**src/rtl/clkdiv_pkg.sv**
```systemverilog
package clkdiv_pkg;

  // Width of each phase count field; 0 in a field stands for 2**CNT_W.
  localparam int CNT_W     = 6;
  localparam int LEN_W     = CNT_W + 1;
  localparam int DIV_VAL_W = CNT_W + 2;
  localparam int MAX_LEN   = 1 << CNT_W;
  localparam int MAX_DIV   = 2 * MAX_LEN;

  typedef struct packed {
    logic [CNT_W-1:0] hi_cnt;
    logic [CNT_W-1:0] lo_cnt;
    logic             odd_edge;
    logic             bypass;
  } div_cfg_t;

  // Length in input cycles that a count field stands for.
  function automatic logic [LEN_W-1:0] field_len(input logic [CNT_W-1:0] f);
    if (f == '0) return LEN_W'(MAX_LEN);
    return {1'b0, f};
  endfunction

  // Split a clamped ratio into high/low counts and the two flag bits.
  function automatic div_cfg_t encode_div(input logic [DIV_VAL_W-1:0] d);
    div_cfg_t             c;
    logic [DIV_VAL_W-1:0] h;
    logic [DIV_VAL_W-1:0] l;
    h          = d >> 1;
    l          = d - h;
    c.hi_cnt   = h[CNT_W-1:0];
    c.lo_cnt   = l[CNT_W-1:0];
    c.odd_edge = d[0];
    c.bypass   = (d == DIV_VAL_W'(1));
    return c;
  endfunction

endpackage

```
**src/rtl/clkdiv_encoder.sv**
```systemverilog
module clkdiv_encoder
  import clkdiv_pkg::*;
#(
  parameter int DIV_W = 8
) (
  input  logic [DIV_W-1:0] div_req,
  output div_cfg_t         cfg
);

  logic [DIV_VAL_W-1:0] d_clamped;

  always_comb begin
    if (div_req == '0)
      d_clamped = DIV_VAL_W'(1);
    else if (int'(div_req) > MAX_DIV)
      d_clamped = DIV_VAL_W'(MAX_DIV);
    else
      d_clamped = DIV_VAL_W'(div_req);
    cfg = encode_div(d_clamped);
  end

  always_comb begin
    if (!cfg.bypass) begin
      AST_FIELD_SUM: assert ({1'b0, field_len(cfg.hi_cnt)} + {1'b0, field_len(cfg.lo_cnt)} == d_clamped);
    end
  end

endmodule

```
**src/rtl/clkdiv_phase_counter.sv**
```systemverilog
module clkdiv_phase_counter
  import clkdiv_pkg::*;
(
  input  logic     clk_in,
  input  logic     rst_n,
  input  div_cfg_t cfg_next,
  output div_cfg_t cfg_q,
  output logic     pos_level
);

  logic [LEN_W-1:0] cnt;
  logic             period_end;
  logic             high_end;

  // Period boundary: low phase on its last cycle, or idle after reset/bypass.
  assign period_end = !pos_level && (cnt <= LEN_W'(1));
  assign high_end   = pos_level && (cnt == LEN_W'(1));

  always_ff @(posedge clk_in or negedge rst_n) begin
    if (!rst_n) begin
      pos_level <= 1'b0;
      cnt       <= '0;
      cfg_q     <= '0;
    end else if (period_end) begin
      cfg_q <= cfg_next;
      if (cfg_next.bypass) begin
        pos_level <= 1'b0;
        cnt       <= '0;
      end else begin
        pos_level <= 1'b1;
        cnt       <= field_len(cfg_next.hi_cnt);
      end
    end else if (high_end) begin
      pos_level <= 1'b0;
      cnt       <= field_len(cfg_q.lo_cnt);
    end else begin
      cnt <= cnt - LEN_W'(1);
    end
  end

  AST_CFG_HOLD: assert property (@(posedge clk_in) disable iff (!rst_n)
    !period_end |=> $stable(cfg_q));

  AST_HIGH_START: assert property (@(posedge clk_in) disable iff (!rst_n)
    (period_end && !cfg_next.bypass) |=> pos_level);

  AST_CNT_BOUND: assert property (@(posedge clk_in) disable iff (!rst_n)
    cnt <= LEN_W'(MAX_LEN));

  AST_BYPASS_IDLE: assert property (@(posedge clk_in) disable iff (!rst_n)
    cfg_q.bypass |-> !pos_level);

endmodule

```
**src/rtl/clkdiv_half_edge.sv**
```systemverilog
module clkdiv_half_edge (
  input  logic clk_in,
  input  logic rst_n,
  input  logic pos_level,
  input  logic odd_edge,
  output logic div_level
);

  logic neg_q;

  // Copy of the rising-edge level, half an input period late.
  always_ff @(negedge clk_in or negedge rst_n) begin
    if (!rst_n) neg_q <= 1'b0;
    else        neg_q <= pos_level;
  end

  assign div_level = pos_level | (odd_edge & neg_q);

  AST_NEG_TRACKS: assert property (@(posedge clk_in) disable iff (!rst_n)
    neg_q == pos_level);

endmodule

```
**src/rtl/hl_clock_divider.sv**
```systemverilog
module hl_clock_divider
  import clkdiv_pkg::*;
#(
  parameter int DIV_W = 8
) (
  input  logic             clk_in,
  input  logic             rst_n,
  input  logic [DIV_W-1:0] div_req,
  output logic             clk_out
);

  div_cfg_t cfg_next;
  div_cfg_t cfg_q;
  logic     pos_level;
  logic     div_level;

  clkdiv_encoder #(.DIV_W(DIV_W)) u_encoder (
    .div_req (div_req),
    .cfg     (cfg_next)
  );

  clkdiv_phase_counter u_counter (
    .clk_in    (clk_in),
    .rst_n     (rst_n),
    .cfg_next  (cfg_next),
    .cfg_q     (cfg_q),
    .pos_level (pos_level)
  );

  clkdiv_half_edge u_half (
    .clk_in    (clk_in),
    .rst_n     (rst_n),
    .pos_level (pos_level),
    .odd_edge  (cfg_q.odd_edge),
    .div_level (div_level)
  );

  // Switch-over happens at a rising input edge, where both sources agree.
  assign clk_out = cfg_q.bypass ? clk_in : div_level;

  always_comb begin
    if (!rst_n) begin
      AST_RESET_LOW: assert (!clk_out);
    end
  end

endmodule

```
**config.mk**
```make
export PLATFORM = sky130hd
export DESIGN_NAME = hl_clock_divider
export DESIGN_NICKNAME = d
export VERILOG_FILES = /design/src/rtl/clkdiv_pkg.sv /design/src/rtl/clkdiv_encoder.sv /design/src/rtl/clkdiv_phase_counter.sv /design/src/rtl/clkdiv_half_edge.sv /design/src/rtl/hl_clock_divider.sv
export SDC_FILE = /design/constraint.sdc
export NUM_CORES = 1
export LEC_CHECK = 0
export BUFFER_PORTS_ARGS = -buffer_cell sky130_fd_sc_hd__buf_2
export CORE_ASPECT_RATIO = 0.9
export CORE_MARGIN = 5
export CORE_UTILIZATION = 50
export CTS_CLUSTER_SIZE = 20
export DETAILED_ROUTE_END_ITERATION = 10
export GPL_ROUTABILITY_DRIVEN = 0
export PLACE_DENSITY = 0.68
export SLEW_MARGIN = 10
export SYNTH_ARGS = -nofsm -noshare
export SYNTH_HDL_FRONTEND = slang
export SYNTH_SLANG_ARGS = --single-unit
```
**constraint.sdc**
```tcl
create_clock -name clk_in -period 3.84 [get_ports clk_in]
set_input_delay 0.576 -clock clk_in [delete_from_list [all_inputs] [get_ports clk_in]]
set_output_delay 0.576 -clock clk_in [all_outputs]
set_load 0.005 [all_outputs]
```
== Word level (Yosys, flattened, before mapping) ==
Cells that the tools add are included.
Widths: inputs -> output; s select.

* $lt $le $gt $ge: 2
* Multiplexer cells: 19
* Equal/unequal tests: 2
* $add $sub $neg: 2
* Reductions and logical operators: 7
* Bitwise operators: 2

{| class="wikitable"
|+ Operators by type and width
! cell !! count
|-
| $mux 7 || 7
|-
| $mux 8 || 2
|-
| $logic_not 6->1 || 2
|-
| $mux 1 || 10
|-
| $eq 8x1->1 const B || 1
|-
| $gt 8x8->1 const B || 1
|-
| $logic_not 8->1 || 1
|-
| $eq 7x1->1 const B || 1
|-
| $le 7x1->1 const B || 1
|-
| $sub 7x1->7 const B || 1
|-
| $sub 6x6->6 || 1
|-
| $logic_and 1x1->1 || 2
|-
| $reduce_bool 2->1 || 1
|-
| $and 1x1->1 || 1
|-
| $logic_not 1->1 || 1
|-
| $or 1x1->1 || 1
|}

* Logic and storage cells: 40
* Output and inout port bits: 1
* Bits in registers: 17
* Bits of input ports: 10

== Logic depth before layout (Yosys ltp) ==
Gate-level depths: netlist of the first run.

* Depth after elaboration: 10
* Gate-level depth with buffers: 10
* Depth with buffers taken out: 10

== Cells and area by module ==
From an unflattened synthesis of the first run, not the netlist that was laid out.

* Cells, all modules: 152
* Area total of the unflattened synthesis: 1545.2 um2

{| class="wikitable"
|+ By module, submodules not included
! module !! times used !! cells an instance !! area each (um2) !! seq. area each (um2)
|-
| clkdiv_phase_counter || 1 || 97 || 1129.8 || 550.5
|-
| clkdiv_encoder || 1 || 52 || 367.9 || 0.0
|-
| clkdiv_half_edge || 1 || 2 || 32.5 || 25.0
|-
| hl_clock_divider || 1 || 1 || 15.0 || 0.0
|}

==> run summary, run 1 <==
Slew @ Worst Pin: 792 ps
R2R depth: 0
CP required: 3260 ps
I/O pins: 11
Clk network pwr share: 0.382
fill count: 247
power share of the combinational group: 0.167
core area: 0.00249 sq mm
cell count after synthesis: 153
Placed Area: 0.00136 sq mm
share of Yosys cell area claimed by the top area cell type: 0.303
Mapped Area: 0.00132 sq mm
P_sw: 0.124 mW
Critical Path Max Stage Delay: 390 ps
design area: 0.00141 sq mm
die width: 64.2 microns
clock slew at reported path FFs: 100 ps
Port Buf Inserts: 10
final number of setup-violating endpoints: 0
Worst Path Buf+Inv: 1
Reg area: 425 sq um
kind of end point of the critical path: output port
worst-skew pair later-pin latency: 410 ps
dpl hpwl: 2.26 mm
most frequent cells in the layout: inv_1, dfrtp_1, ha_1
Seq/Total Area, Yosys: 0.322
final setup margin: 189 ps
switching share of power: 0.292
via count: 1123
final core utilization: 0.567
# resized after CTS: 0
number of global-route vias before repair: 1091
post-synth top area cell: dfrtp_1
setup bufs post-CTS: 0
vias per std cell: 5.88
slowest CP cell: dfrtn_1
syn nets: 175
Yosys reg bits: 17
CP Max Fanout: 1
Initial Util: 0.530
setup TNS: 0 ps
count of pins over their slew limit: 0
Avg Synthesized Cell Area: 8.63 sq um
Peak VDD IR: 0.000244 V
Die Y: 58.7 microns
WL/cell: 15.3 microns
Hold Fails Final Rpt: 0
Hold Path Class: in -> async
Remaining Overflow, GRT: 0
initial antenna violation count: 0
CP Cell Sequence: a21oi_1, o21ai_0, buf_2
Post-Layout Cell Count: 191
RSZ-0062 raised after global routing: no
Max-Cap Viols: 0
internal power: 0.301 mW
hold_buf cts: 0
Inserted Diodes: 0
status: finished clean
Placement Setup Slack: 675 ps
Cells after DPL: 184
Critical Path Source Type: register
relative slew slack: 0.471
layout net count: 186
sequential share of power: 0.451
gr usage total: 0.172
synth top area cells: dfrtp_1, ha_1, inv_1
hold_ws: 70.3 ps
pin count of the biggest net entering global routing: 18
DR DRC count: 0
synth unique cells: 43
routed wire length: 2.92 mm
leak pwr: 0.671 nW
stages on the worst setup path: 3
PwrDens: 302 mW/mm^2
Clock Skews: 5.70 ps
CP delay by family, top: flip-flops
Area Growth Syn to Fin: 6.92%
remaining antenna violation count: 0
DRT Pass-1 Iters: 4
Tot Pwr: 0.426 mW
commonest non-fill, non-tap cell in the layout: inv_1
critical path class: reg -> out
layout cells sized above 1: 0.123
Die Area: 0.00377 sq mm
area of the multi-input gates: 785 sq um
TritonCTS clock tree: done
# rows: 17
Worst EP arrival: 3080 ps
Iteration-0 DRC Markers: 54
first-pass GRT wire length: 5.01 mm
synth warn: 0
kinds of logic (layout without fill, tap and decap cells):
group	after synthesis	after routing	synth area share
buffers and inverters	25	35	0.0834
XOR/XNOR	5	5	0.0332
AND/OR/NAND/NOR	55	55	0.223
adder cells (fa/ha/maj)	12	12	0.114
AO/OA/AOI/OAI	34	34	0.182
multiplexers	5	5	0.0427
flip-flops	17	17	0.322
cell usage after synthesis, drive strengths merged:
library cell	instances
inv	18
dfrtp	16
ha	12
o21ai	12
nand2	11
nor2	11
nand2b	7
nand3	5
nor3b	5
a21oi	4
clkbuf	4
nor3	4
a221o	3
buf	3
mux2i	3
nor2b	3
or3	3
xnor2	3
mux2	2
o21a	2
o31ai	2
or4	2
xor2	2
a2111o	1
a211o	1
a211oi	1
a21o	1
a221oi	1
a22o	1
a31oi	1
a32o	1
dfrtn	1
nand4	1
nor4	1
o211a	1
o211ai	1
o31a	1
or2	1
or3b	1
registers in the layout (all words and copies together), names as in the netlist:
name	count
u_counter.pos_level	1
u_counter.cfg_q	8
u_counter.cnt	7
u_half.neg_q	1
path summary, 6_finish.rpt:
path	startpoint	to	slack, ps
max	u_half.neg_q$_DFF_NN0_	clk_out	190
min	rst_n	u_counter.cfg_q[7]$_DFFE_PN0P_	70
max reg2reg	u_counter.pos_level$_DFFE_PN0P_	u_half.neg_q$_DFF_NN0_	1230
min reg2reg	u_counter.cfg_q[0]$_DFFE_PN0P_	u_counter.cfg_q[0]$_DFFE_PN0P_	520
max in group asynchronous	rst_n	u_half.neg_q$_DFF_NN0_	1660
min in group clk_in	u_counter.cfg_q[0]$_DFFE_PN0P_	u_counter.cfg_q[0]$_DFFE_PN0P_	520
per-layer routing:
| metal | vias up | track usage | share of wire |
|---|---|---|---|
| li1 | 556 | - | - |
| met1 | 538 | 0.238 | 0.47 |
| met2 | 20 | 0.241 | 0.47 |
| met3 | 9 | 0.0592 | 0.034 |
| met4 | 0 | 0.0756 | 0.024 |
| met5 | - | 0 | 0 |
final cells by class:
type | instances | share of cell area
Clock buffer | 8 | 0.0381
Inverter | 18 | 0.0479
Multi-Input combinational cell | 111 | 0.556
Sequential cell | 17 | 0.301
Tap cell | 28 | 0.0248
Timing Repair Buffer | 9 | 0.0319
power by group through the flow:
stage	clock, mW	combinational [mW]	sequential, mW
floorplan	0.00978	0.0482	0.193
global placement	0.0184	0.0675	0.195
detailed placement	0.0184	0.0710	0.195
CTS	0.171	0.0714	0.192
global route	0.184	0.0808	0.194
finish	0.162	0.0712	0.192
Note: power is estimated with default switching activity, not from simulation.
==> run 2, diff against run 1 <==
ABC_AREA = 1   (was default)
==> run 2 against run 1 <==
Global-route usage down 0.27 points. Count of clock-buffer cells in the layout did not move. Critical path depth stayed put. Sequential power fell by 5%. Critical endpoint unchanged. Die area fell by 0.48%. Area after synthesis is 0.57% lower. Critical path type unchanged. Sequential share of layout area down 0.50 points. Largest cell class unchanged. Via count grew 5.3%. Register-to-register slack better by 70 ps. Highest routed layer unchanged. Combinational power shrank 15%. Sequential cell count is the same. Final cell count up 19%.
==> run summary, run 2 <==
status: finished clean
RSZ-0062 raised after global routing: no
Slew @ Worst Pin: 365 ps
syn nets: 205
post-synth top area cell: dfrtp_1
Peak VDD IR: 0.000149 V
Max-Cap Viols: 0
most frequent cells in the layout: nand2_1, inv_1, nand3_1
relative slew slack: 0.756
DRT Pass-1 Iters: 4
# resized after CTS: 0
first-pass GRT wire length: 4.90 mm
vias per std cell: 5.21
hold_buf cts: 0
Post-synth top cells: nand2_1, inv_1, nand3_1, nor2_1, dfrtp_1
pin count of the biggest net entering global routing: 18
synth top area cells: dfrtp_1, nand2_1, ha_1
WL/cell: 12.3 microns
synth warn: 0
remaining antenna violation count: 0
final core utilization: 0.577
Yosys reg bits: 17
CP required: 3260 ps
leak pwr: 0.756 nW
PwrDens: 268 mW/mm^2
routed wire length: 2.80 mm
most common cell in the netlist: nand2_1
DR DRC count: 0
final number of setup-violating endpoints: 0
core area: 0.00249 sq mm
commonest non-fill, non-tap cell in the layout: nand2_1
Initial Util: 0.527
number of global-route vias before repair: 1207
Clock Skews: 5.44 ps
Post-synth EDFFs: 0
P_sw: 0.107 mW
largest register by flop count: u_counter.cfg_q
Die Area: 0.00375 sq mm
Seq/Total Area, Yosys: 0.324
Hold Path Class: in -> async
via count: 1182
TritonCTS clock tree: done
Clk network pwr share: 0.368
internal power: 0.278 mW
switching share of power: 0.279
# rows: 17
Critical Path Source Type: register
Largest register FFs: 8
Inserted Diodes: 0
layout net count: 222
power share of the combinational group: 0.158
die width: 64.0 microns
setup TNS: 0 ps
kind of end point of the critical path: output port
Port Buf Inserts: 10
Worst EP arrival: 3040 ps
fill count: 240
ys async rst share: 1.00
clock slew at reported path FFs: 100 ps
Top FF cell, synth: dfrtp_1
cell count after synthesis: 183
Die Y: 58.6 microns
sequential share of power: 0.474
worst-skew pair later-pin latency: 410 ps
CP Max Fanout: 1
synth unique cells: 24
count of pins over their slew limit: 0
Mapped Area: 0.00131 sq mm
gr usage total: 0.169
largest registers: u_counter.cfg_q (8), u_counter.cnt (7)
dpl hpwl: 2.21 mm
share of Yosys cell area claimed by the top area cell type: 0.305
Remaining Overflow, GRT: 0
Hold Fails Final Rpt: 0
layout cells sized above 1: 0.146
hold_ws: 66.3 ps
initial antenna violation count: 0
Area Growth Syn to Fin: 9.34%
critical path class: reg -> out
setup bufs post-CTS: 0
Iteration-0 DRC Markers: 91
Avg Synthesized Cell Area: 7.17 sq um
I/O pins: 11
Tot Pwr: 0.385 mW
[run 2: path summary, 6_finish.rpt]
path | start | end | slack, ps | cells past startpoint
hold / removal | rst_n | u_counter.cfg_q[4]$_DFFE_PN0P_ | 70 | 1
min in group clk_in | div_req[6] | u_counter.cnt[5]$_DFF_PN0_ | 490 | 3
max in group asynchronous | rst_n | u_half.neg_q$_DFF_NN0_ | 1670 | 1
setup reg to reg | u_counter.pos_level$_DFFE_PN0P_ | u_half.neg_q$_DFF_NN0_ | 1300 | 0
setup / recovery | u_half.neg_q$_DFF_NN0_ | clk_out | 220 | 3
hold reg to reg | u_counter.cfg_q[3]$_DFFE_PN0P_ | u_counter.cfg_q[3]$_DFFE_PN0P_ | 510 | 2
[run 2: cell type report]
class                      instances  area [sq um]  area share
multi-input combinational        136           766       0.534
sequential                        17           425       0.296
clock buffer                       8          53.8      0.0375
timing repair buffer               9          45.0      0.0314
tap                               28          35.0      0.0244
inverter                          29           110      0.0767
[run 2: metal layers]
metal	up-vias	global-route usage	share of wire
met2	32	0.281	0.50
met1	525	0.200	0.43
li1	619	-	-
met3	6	0.0305	0.057
met4	0	0.110	0.016
met5	-	0	0
[run 2: power groups by stage]
stage | Clock [mW] | Combinational [mW] | Sequential [mW]
after floorplan | 0.000385 | 0.0410 | 0.186
after global placement | 0.000482 | 0.0585 | 0.186
after detailed placement | 0.000482 | 0.0602 | 0.186
after CTS | 0.145 | 0.0606 | 0.183
after global routing | 0.155 | 0.0706 | 0.183
final | 0.142 | 0.0608 | 0.183
[run 2: stage by stage]
stage	setup slack (ps)	area, sq um	std cells
floorplan	754	1310	183
global placement	690	1390	220
detailed placement	674	1390	220
CTS	203	1440	227
global route	114	1440	227
finish	219	1440	227
[run 2: kinds of logic (layout without fill, tap and decap cells)]
family / Yosys count / after routing / share of synthesized area
AOI/OAI and AO/OA: 22 / 22 / 0.0972
adders and majority gates: 12 / 12 / 0.114
DFF: 17 / 17 / 0.324
and+or+nand+nor: 99 / 99 / 0.352
xor gates and xnor gates: 3 / 3 / 0.0200
buffers and inverters: 30 / 46 / 0.0925
[run 2: critical path: stages (launching register included)]
cell	delay, ps
dfrtn_1	390
a21oi_1	50
o21ai_0	140
buf_2	140
